==> src/rtl/tdm_pkg.sv <==
package tdm_pkg;
   localparam int SLOT_W   = 6;
   localparam int SLOT_MAX = 1 << SLOT_W;

   typedef enum logic [1:0] {
      ST_IDLE = 2'd0,
      ST_OFFS = 2'd1,
      ST_SEND = 2'd2
   } tx_st_e;

   function automatic int ch_bits(int n);
      return (n > 1) ? $clog2(n) : 1;
   endfunction
endpackage

==> src/rtl/tdm_edge.sv <==
module tdm_edge #(
   parameter int SYNC_STAGES = 2
) (
   input  logic clk,
   input  logic rst_n,
   input  logic bclk,
   input  logic fsync,
   input  logic launch_fall,
   output logic tick,
   output logic fs_edge
);
   logic [1:0] raw;
   logic [1:0] syn;
   logic       bclk_q;
   logic       fs_last;

   assign raw = {fsync, bclk};

   generate
      if (SYNC_STAGES == 0) begin : g_direct
         assign syn = raw;
      end else begin : g_sync
         logic [1:0] chain [SYNC_STAGES];
         always_ff @(posedge clk or negedge rst_n) begin
            if (!rst_n) begin
               for (int i = 0; i < SYNC_STAGES; i++) chain[i] <= '0;
            end else begin
               chain[0] <= raw;
               for (int i = 1; i < SYNC_STAGES; i++) chain[i] <= chain[i-1];
            end
         end
         assign syn = chain[SYNC_STAGES-1];
      end
   endgenerate

   assign tick    = launch_fall ? (bclk_q & ~syn[0]) : (syn[0] & ~bclk_q);
   assign fs_edge = tick & syn[1] & ~fs_last;

   always_ff @(posedge clk or negedge rst_n) begin
      if (!rst_n) begin
         bclk_q  <= 1'b0;
         fs_last <= 1'b0;
      end else begin
         bclk_q <= syn[0];
         if (tick) fs_last <= syn[1];
      end
   end

   AST_TICK_SINGLE: assert property (@(posedge clk) disable iff (!rst_n)
      tick |=> !tick);
endmodule

==> src/rtl/tdm_slotmap.sv <==
module tdm_slotmap
   import tdm_pkg::*;
#(
   parameter int NCH = 4
) (
   input  logic [NCH-1:0]            ch_en,
   input  logic [NCH*SLOT_W-1:0]     ch_slot,
   input  logic [SLOT_W-1:0]         q_slot,
   output logic                      q_hit,
   output logic [ch_bits(NCH)-1:0]   q_ch,
   output logic [SLOT_W-1:0]         last_slot
);
   localparam int CHW = ch_bits(NCH);

   always_comb begin
      q_hit     = 1'b0;
      q_ch      = '0;
      last_slot = '0;
      for (int c = NCH - 1; c >= 0; c--) begin
         if (ch_en[c] && (ch_slot[c*SLOT_W +: SLOT_W] == q_slot)) begin
            q_hit = 1'b1;
            q_ch  = CHW'(c);
         end
         if (ch_en[c] && (ch_slot[c*SLOT_W +: SLOT_W] > last_slot))
            last_slot = ch_slot[c*SLOT_W +: SLOT_W];
      end
   end
endmodule

==> src/rtl/tdm_frmchk.sv <==
module tdm_frmchk #(
   parameter int NCH  = 4,
   parameter int WLW  = 5,
   parameter int OFFW = 8,
   parameter int CNTW = 16
) (
   input  logic            clk,
   input  logic            rst_n,
   input  logic            tick,
   input  logic            fs_edge,
   input  logic [NCH-1:0]  ch_en,
   input  logic [WLW-1:0]  wlen_m1,
   input  logic [OFFW-1:0] offset,
   output logic            frame_err
);
   logic [CNTW-1:0] cnt;
   logic [CNTW-1:0] need;
   logic            seen;

   always_comb begin
      need = CNTW'(offset);
      for (int c = 0; c < NCH; c++)
         if (ch_en[c]) need = need + CNTW'(wlen_m1) + CNTW'(1);
   end

   always_ff @(posedge clk or negedge rst_n) begin
      if (!rst_n) begin
         cnt       <= '0;
         seen      <= 1'b0;
         frame_err <= 1'b0;
      end else if (tick) begin
         if (fs_edge) begin
            if (seen && (cnt < need)) frame_err <= 1'b1;
            cnt  <= CNTW'(1);
            seen <= 1'b1;
         end else if (cnt != '1) begin
            cnt <= cnt + CNTW'(1);
         end
      end
   end

   AST_ERR_STICKY: assert property (@(posedge clk) disable iff (!rst_n)
      frame_err |=> frame_err);
   AST_ERR_AT_EDGE: assert property (@(posedge clk) disable iff (!rst_n)
      $rose(frame_err) |-> $past(fs_edge));
endmodule

==> src/rtl/tdm_seq.sv <==
module tdm_seq
   import tdm_pkg::*;
#(
   parameter int NCH      = 4,
   parameter int WORD_MAX = 32,
   parameter int WLW      = 5,
   parameter int OFFW     = 8
) (
   input  logic                    clk,
   input  logic                    rst_n,
   input  logic                    tick,
   input  logic                    fs_edge,
   input  logic [WLW-1:0]          wlen_m1,
   input  logic [OFFW-1:0]         offset,
   input  logic [NCH-1:0]          ch_en,
   input  logic [NCH*SLOT_W-1:0]   ch_slot,
   input  logic [NCH*WORD_MAX-1:0] samples,
   output logic                    sdout,
   output logic                    sdout_oe
);
   localparam int CHW = ch_bits(NCH);

   tx_st_e                  st;
   logic [SLOT_W-1:0]       slot_c;
   logic [WLW-1:0]          bit_c;
   logic [OFFW-1:0]         off_c;
   logic                    pend;
   logic [NCH*WORD_MAX-1:0] shadow;

   logic                    at_bound;
   logic                    start;
   logic                    emit;
   logic                    at_slot0;
   logic [SLOT_W-1:0]       e_slot;
   logic [WLW-1:0]          e_bit;
   logic                    hit;
   logic [CHW-1:0]          e_ch;
   logic [SLOT_W-1:0]       last_slot;
   logic [NCH*WORD_MAX-1:0] src;
   logic                    e_data;

   tdm_slotmap #(.NCH(NCH)) u_map (
      .ch_en     (ch_en),
      .ch_slot   (ch_slot),
      .q_slot    (e_slot),
      .q_hit     (hit),
      .q_ch      (e_ch),
      .last_slot (last_slot)
   );

   always_comb begin
      at_bound = (st != ST_SEND) || (bit_c == wlen_m1);
      start    = tick && (fs_edge || pend) && at_bound;
      at_slot0 = start || (st == ST_OFFS);
      e_slot   = at_slot0 ? '0 : slot_c;
      e_bit    = at_slot0 ? wlen_m1 : bit_c;
      if (start) emit = (offset == '0);
      else       emit = (st == ST_SEND) || ((st == ST_OFFS) && (off_c == '0));
      src      = start ? samples : shadow;
      e_data   = src[{e_ch, e_bit}];
   end

   always_ff @(posedge clk or negedge rst_n) begin
      if (!rst_n) begin
         st       <= ST_IDLE;
         slot_c   <= '0;
         bit_c    <= '0;
         off_c    <= '0;
         pend     <= 1'b0;
         shadow   <= '0;
         sdout    <= 1'b0;
         sdout_oe <= 1'b0;
      end else if (tick) begin
         if (start) begin
            shadow <= samples;
            pend   <= 1'b0;
         end else if (fs_edge) begin
            pend <= 1'b1;
         end
         if (emit) begin
            sdout    <= hit & e_data;
            sdout_oe <= hit;
            if (e_bit == '0) begin
               if (e_slot >= last_slot) begin
                  st <= ST_IDLE;
               end else begin
                  st     <= ST_SEND;
                  slot_c <= e_slot + 1'b1;
                  bit_c  <= wlen_m1;
               end
            end else begin
               st     <= ST_SEND;
               slot_c <= e_slot;
               bit_c  <= e_bit - 1'b1;
            end
         end else begin
            sdout    <= 1'b0;
            sdout_oe <= 1'b0;
            if (start) begin
               st    <= ST_OFFS;
               off_c <= offset - 1'b1;
            end else if (st == ST_OFFS) begin
               off_c <= off_c - 1'b1;
            end
         end
      end
   end

   AST_QUIET_LINE: assert property (@(posedge clk) disable iff (!rst_n)
      !sdout_oe |-> !sdout);
   AST_HOLD_OFF_TICK: assert property (@(posedge clk) disable iff (!rst_n)
      !tick |=> ($stable(sdout) && $stable(sdout_oe)));
   AST_IDLE_SILENT: assert property (@(posedge clk) disable iff (!rst_n)
      (tick && (st == ST_IDLE) && !start) |=> !sdout_oe);
   AST_OFFS_SILENT: assert property (@(posedge clk) disable iff (!rst_n)
      (tick && (st == ST_OFFS) && (off_c != '0) && !start) |=> !sdout_oe);
   AST_PEND_IN_SLOT: assert property (@(posedge clk) disable iff (!rst_n)
      $rose(pend) |-> $past(st == ST_SEND));
endmodule

==> src/rtl/tdm_slot_tx.sv <==
module tdm_slot_tx
   import tdm_pkg::*;
#(
   parameter int NCH         = 4,
   parameter int WORD_MAX    = 32,
   parameter int OFFW        = 8,
   parameter int CNTW        = 16,
   parameter int SYNC_STAGES = 2,
   localparam int WLW        = $clog2(WORD_MAX)
) (
   input  logic                    clk,
   input  logic                    rst_n,
   input  logic                    bclk,
   input  logic                    fsync,
   input  logic                    cfg_launch_fall,
   input  logic [WLW-1:0]          cfg_wlen_m1,
   input  logic [OFFW-1:0]         cfg_offset,
   input  logic [NCH-1:0]          cfg_ch_en,
   input  logic [NCH*SLOT_W-1:0]   cfg_ch_slot,
   input  logic [NCH*WORD_MAX-1:0] samples,
   output logic                    sdout,
   output logic                    sdout_oe,
   output logic                    frame_err
);
   generate
      if (NCH < 1 || NCH > SLOT_MAX) begin : g_bad_nch
         $error("tdm_slot_tx: NCH out of range");
      end
      if (WORD_MAX < 2 || WORD_MAX > 32 || (WORD_MAX & (WORD_MAX - 1)) != 0) begin : g_bad_word
         $error("tdm_slot_tx: WORD_MAX must be a power of two from 2 to 32");
      end
      if (SYNC_STAGES < 0 || SYNC_STAGES > 4) begin : g_bad_sync
         $error("tdm_slot_tx: SYNC_STAGES out of range");
      end
      if (CNTW > 31 || (NCH * WORD_MAX + (1 << OFFW)) >= (1 << CNTW)) begin : g_bad_cnt
         $error("tdm_slot_tx: CNTW too narrow for the frame length check");
      end
   endgenerate

   logic tick;
   logic fs_edge;

   tdm_edge #(.SYNC_STAGES(SYNC_STAGES)) u_edge (
      .clk         (clk),
      .rst_n       (rst_n),
      .bclk        (bclk),
      .fsync       (fsync),
      .launch_fall (cfg_launch_fall),
      .tick        (tick),
      .fs_edge     (fs_edge)
   );

   tdm_seq #(
      .NCH      (NCH),
      .WORD_MAX (WORD_MAX),
      .WLW      (WLW),
      .OFFW     (OFFW)
   ) u_seq (
      .clk      (clk),
      .rst_n    (rst_n),
      .tick     (tick),
      .fs_edge  (fs_edge),
      .wlen_m1  (cfg_wlen_m1),
      .offset   (cfg_offset),
      .ch_en    (cfg_ch_en),
      .ch_slot  (cfg_ch_slot),
      .samples  (samples),
      .sdout    (sdout),
      .sdout_oe (sdout_oe)
   );

   tdm_frmchk #(
      .NCH  (NCH),
      .WLW  (WLW),
      .OFFW (OFFW),
      .CNTW (CNTW)
   ) u_chk (
      .clk       (clk),
      .rst_n     (rst_n),
      .tick      (tick),
      .fs_edge   (fs_edge),
      .ch_en     (cfg_ch_en),
      .wlen_m1   (cfg_wlen_m1),
      .offset    (cfg_offset),
      .frame_err (frame_err)
   );
endmodule

==> config.mk <==
export PLATFORM = sky130hd
export DESIGN_NAME = tdm_slot_tx
export DESIGN_NICKNAME = d
export VERILOG_FILES = /design/src/rtl/tdm_pkg.sv /design/src/rtl/tdm_edge.sv /design/src/rtl/tdm_slotmap.sv /design/src/rtl/tdm_frmchk.sv /design/src/rtl/tdm_seq.sv /design/src/rtl/tdm_slot_tx.sv
export SDC_FILE = /design/constraint.sdc
export NUM_CORES = 1
export LEC_CHECK = 0
export ABC_AREA = 1
export BUFFER_PORTS_ARGS = -buffer_cell sky130_fd_sc_hd__clkbuf_2
export CAP_MARGIN = 20
export CORE_MARGIN = 1.5
export CORE_UTILIZATION = 60
export CTS_BUF_LIST = sky130_fd_sc_hd__clkbuf_2 sky130_fd_sc_hd__clkbuf_4 sky130_fd_sc_hd__clkbuf_8
export CTS_CLUSTER_SIZE = 25
export DETAILED_ROUTE_END_ITERATION = 7
export HOLD_SLACK_MARGIN = 0.1
export MAX_ROUTING_LAYER = met4
export PLACE_DENSITY = 0.84
export SLEW_MARGIN = 20
export SYNTH_ARGS = -nofsm -noshare
export SYNTH_HDL_FRONTEND = slang
export SYNTH_SLANG_ARGS = --single-unit
==> constraint.sdc <==
create_clock -name clk -period 3.4 [get_ports clk]
set_input_delay 0.17 -clock clk [delete_from_list [all_inputs] [get_ports clk]]
set_output_delay 0.17 -clock clk [all_outputs]
set_load 0.05 [all_outputs]
==> results.json <==
{
  "outcome": "finished with violations",
  "violations": "design-rule violations, negative setup slack",
  "r2r_end": "u_seq.slot_c[5]",
  "tightest_slew_ns": 0.8282,
  "numCtsBuffers": 17,
  "avgViaCountPerCell": 5.623,
  "crit_required_ns": 3.80,
  "tritoncts": "built",
  "finalWirelength_microns": 41370,
  "powerDensity_nw_per_um2": 700.3,
  "syn_to_final_growth_pct": 35.99,
  "drc": 1,
  "final.setup.tns_ns": -18.32,
  "antenna_found_initial": 7,
  "yosysUniqueCellTypes": 47,
  "grt_start_max_net_pins": 87,
  "slew_viol_final": 0,
  "detail-route-antenna-nets": 0,
  "vdd_drop_max_v": 0.0004450,
  "num_rows": 51,
  "die_y_microns": 143.6,
  "setup_viol": 13,
  "max_freq_mhz": 202.2,
  "yosys.area_share.xor_xnor_pct": 2.069,
  "min_from": "cfg_wlen_m1[0]",
  "slew_headroom_pct": 44.79,
  "wl_per_cell_microns": 17.12,
  "drtPass1Iterations": 8,
  "drt_iter0_drc": 1419,
  "fin_ws_ns": -1.547,
  "synth_compound_gate_area_share_pct": 10.63,
  "initial_core_util_pct": 61.11,
  "vias": 13591,
  "portBuffers": 176,
  "synth_area_per_cell_sq_um": 6.928,
  "cp.arrival_ns": 5.35,
  "synthAdderAreaFrac_pct": 7.114,
  "synth_edf_count": 0,
  "leakagePower_nw": 8.696,
  "root_buffer": "clkbuf_8",
  "whs_ns": 0.1202,
  "die-area_sq_um": 20610,
  "nets": 2371,
  "chipWidth_microns": 143.6,
  "finalHoldViolCount": 0,
  "htreeDepth": 4,
  "drive_gt1_share_pct": 22.06,
  "clk_pin_slew_ns": 0.09,
  "clock_skew_ns": 0.01731,
  "async_flop_share_pct": 100.0,
  "r2r-start": "u_edge.syn[0]",
  "start_kind": "input port",
  "overflow": 0,
  "yosys.area_share.simple_pct": 33.13,
  "postSynthCellCount": 1711,
  "critical_path_class": "input port to flop",
  "post-dp-hpwl_microns": 24420,
  "num_io_pins": 177,
  "synth_top_family_by_area": "simple AND/OR/NAND/NOR gates",
  "cpPeakStageDelay_ns": 0.31,
  "clk-insertion-delay-late_ns": 0.49,
  "syn_area_sq_um": 11850,
  "cts_buffer_depth": 2,
  "ys_seq_area_share_pct": 37.15,
  "final.min_clock_period_ns": 4.947,
  "hold_end": "u_seq.bit_c[0]",
  "yosys.area.top_type": "dfrtp_1",
  "rsz0062_at_grt": "true",
  "crit_slowest_cell": "ha_4",
  "maxCapViolations": 0,
  "fin_crit_sh_pct": 145.5,
  "synth.cells.most_frequent": "nand2_1 (670), inv_1 (196), dfrtp_1 (176), nand3_1 (127), o21ai_0 (104)",
  "r2r_setup_slack_ns": 0.16,
  "rr_worst_depth": 20,
  "yosys_warnings": 0,
  "grt_pass1_wl_microns": 65450,
  "p_total_mw": 11.29,
  "hold_depth": 4,
  "grt_util_all_layers_pct": 42.44,
  "hp-class": "input port to flop",
  "gp_congestion": 0.9221,
  "core_sq_um": 19400,
  "muxShareOfSynthArea_pct": 0.1689,
  "synth_top_cell_area_share_pct": 37.15,
  "path_max_fanout": 7,
  "synth_flop_cell": "dfrtp_1",
  "crit_path_end_kind": "flop",
  "fill_cells": 1156,
  "synthMostInstantiatedCell": "nand2_1",
  "synth-seq-cells": 176,
  "clock-sinks": 176,
  "synth_area_leaders": "dfrtp_1 (37%), nand2_1 (21%), ha_1 (6.4%)",
  "grt_pass1_vias": 13577
}
==> cells in the final DEF (no fill, tap or decap), types with 5 or more instances in the layout <==
cell / instances
nand2_1: 656
ha_1: 50
o21ai_2: 18
o21ai_1: 27
buf_4: 145
a21oi_1: 39
o21a_1: 19
buf_6: 6
a31oi_1: 10
o21ai_0: 76
nand3_2: 10
xnor2_1: 11
nand2_4: 5
o211ai_1: 8
nand3_1: 123
a21oi_2: 8
xor2_1: 12
dfrtp_1: 176
dlygate4sd3_1: 131
inv_2: 9
clkbuf_2: 170
nor3_1: 5
nand4_1: 19
or2_2: 8
ha_4: 9
nand2_2: 17
inv_6: 5
nor2_1: 87
inv_1: 192
clkbuf_8: 18
diode_2: 8
==> critical path, delay by kind of cell <==
| family | cells | cell delay (ns) |
|---|---|---|
| AOI/OAI and AO/OA | 16 | 1.97 |
| and+or+nand+nor | 12 | 1.23 |
| adders and majority gates | 4 | 1.18 |
| buffers and inverters | 5 | 0.66 |
| xor gates and xnor gates | 1 | 0.15 |
==> cell families (layout without fill, tap and decap cells) <==
family,after synthesis,count (layout)
muxes,2,2
xor gates and xnor gates,28,28
other,1,11
AOI/OAI and AO/OA,220,220
adders and majority gates,65,65
and+or+nand+nor,949,949
buffers and inverters,270,701
DFF,176,176
==> timing repair <==
action / CTS / global route
setup endpoints to repair: 13 / 14
hold buffers: 131 / 0
buffers inserted: 6 / 9
gates cloned: 2 / 1
resized for setup: 60 / 50
pin swaps: 37 / 38
hold endpoints to repair: 213 / 0
==> where the power goes <==
part | switching [mW] | internal (mW)
Clock | 0.834 | 0.661
Sequential | 0.389 | 2.93
Combinational | 4.12 | 2.36
Total | 5.34 | 5.95
==> per-stage QoR <==
step                instance area, sq um  util, %  setup WS [ns]  cells
finish                             16120    83.10         -1.547   2417
detailed placement                 13840    71.34         -2.123   2229
floorplan                          11950        -         -1.839   1713
CTS                                15800    81.45         -1.347   2399
global route                       16120    83.09         -1.820   2416
global placement                   13840    71.34         -1.875   2229
==> flip-flops by register name (all words and copies together), names as in the netlist <==
| name | flops |
|---|---|
| u_edge.bclk_q | 1 |
| u_seq.pend | 1 |
| u_seq.bit_c | 5 |
| u_seq.sdout | 1 |
| u_seq.st | 2 |
| u_seq.slot_c | 6 |
| u_edge.fs_last | 1 |
| u_seq.shadow | 128 |
| u_edge.g_sync.chain | 2 |
| u_seq.sdout_oe | 1 |
| u_chk.cnt | 16 |
| u_seq.off_c | 8 |
| u_chk.frame_err | 1 |
| u_chk.seen | 1 |
| u_edge.syn | 2 |
==> cell type report <==
class	instances	area (sq um)	area share [%]
sequential	176	4404	27.32
multi-input combinational	1267	6666	41.35
clock buffer	17	234.0	1.451
timing repair buffer	463	3525	21.86
clock inverter	14	157.7	0.9780
tap	265	331.6	2.057
inverter	207	782.0	4.851
antenna	8	20.02	0.1242
==> worst max path at each step <==
stage	start	to	slack [ns]	cells after the start
after floorplan	cfg_ch_en[3]	u_seq.slot_c[5]	-1.84	43
after global placement	cfg_ch_en[3]	u_seq.slot_c[5]	-1.88	36
after detailed placement	cfg_ch_en[3]	u_seq.slot_c[5]	-2.12	36
after CTS	cfg_ch_en[3]	u_seq.slot_c[5]	-1.35	40
after global routing	cfg_ch_en[3]	u_seq.slot_c[5]	-1.82	39
final	cfg_ch_en[3]	u_seq.slot_c[5]	-1.55	38
==> layer usage <==
layer | vias up | wire length [microns] | GRT usage [%] | part of all wire, %
met5 | - | 0 | - | 0
met4 | 0 | 2656 | 25.73 | 6.4
met3 | 238 | 3373 | 10.96 | 8.2
met2 | 812 | 20460 | 69.86 | 49
met1 | 6261 | 14880 | 46.19 | 36
li1 | 6280 | - | - | -
No activity file was read; power rests on OpenSTA's default activity.
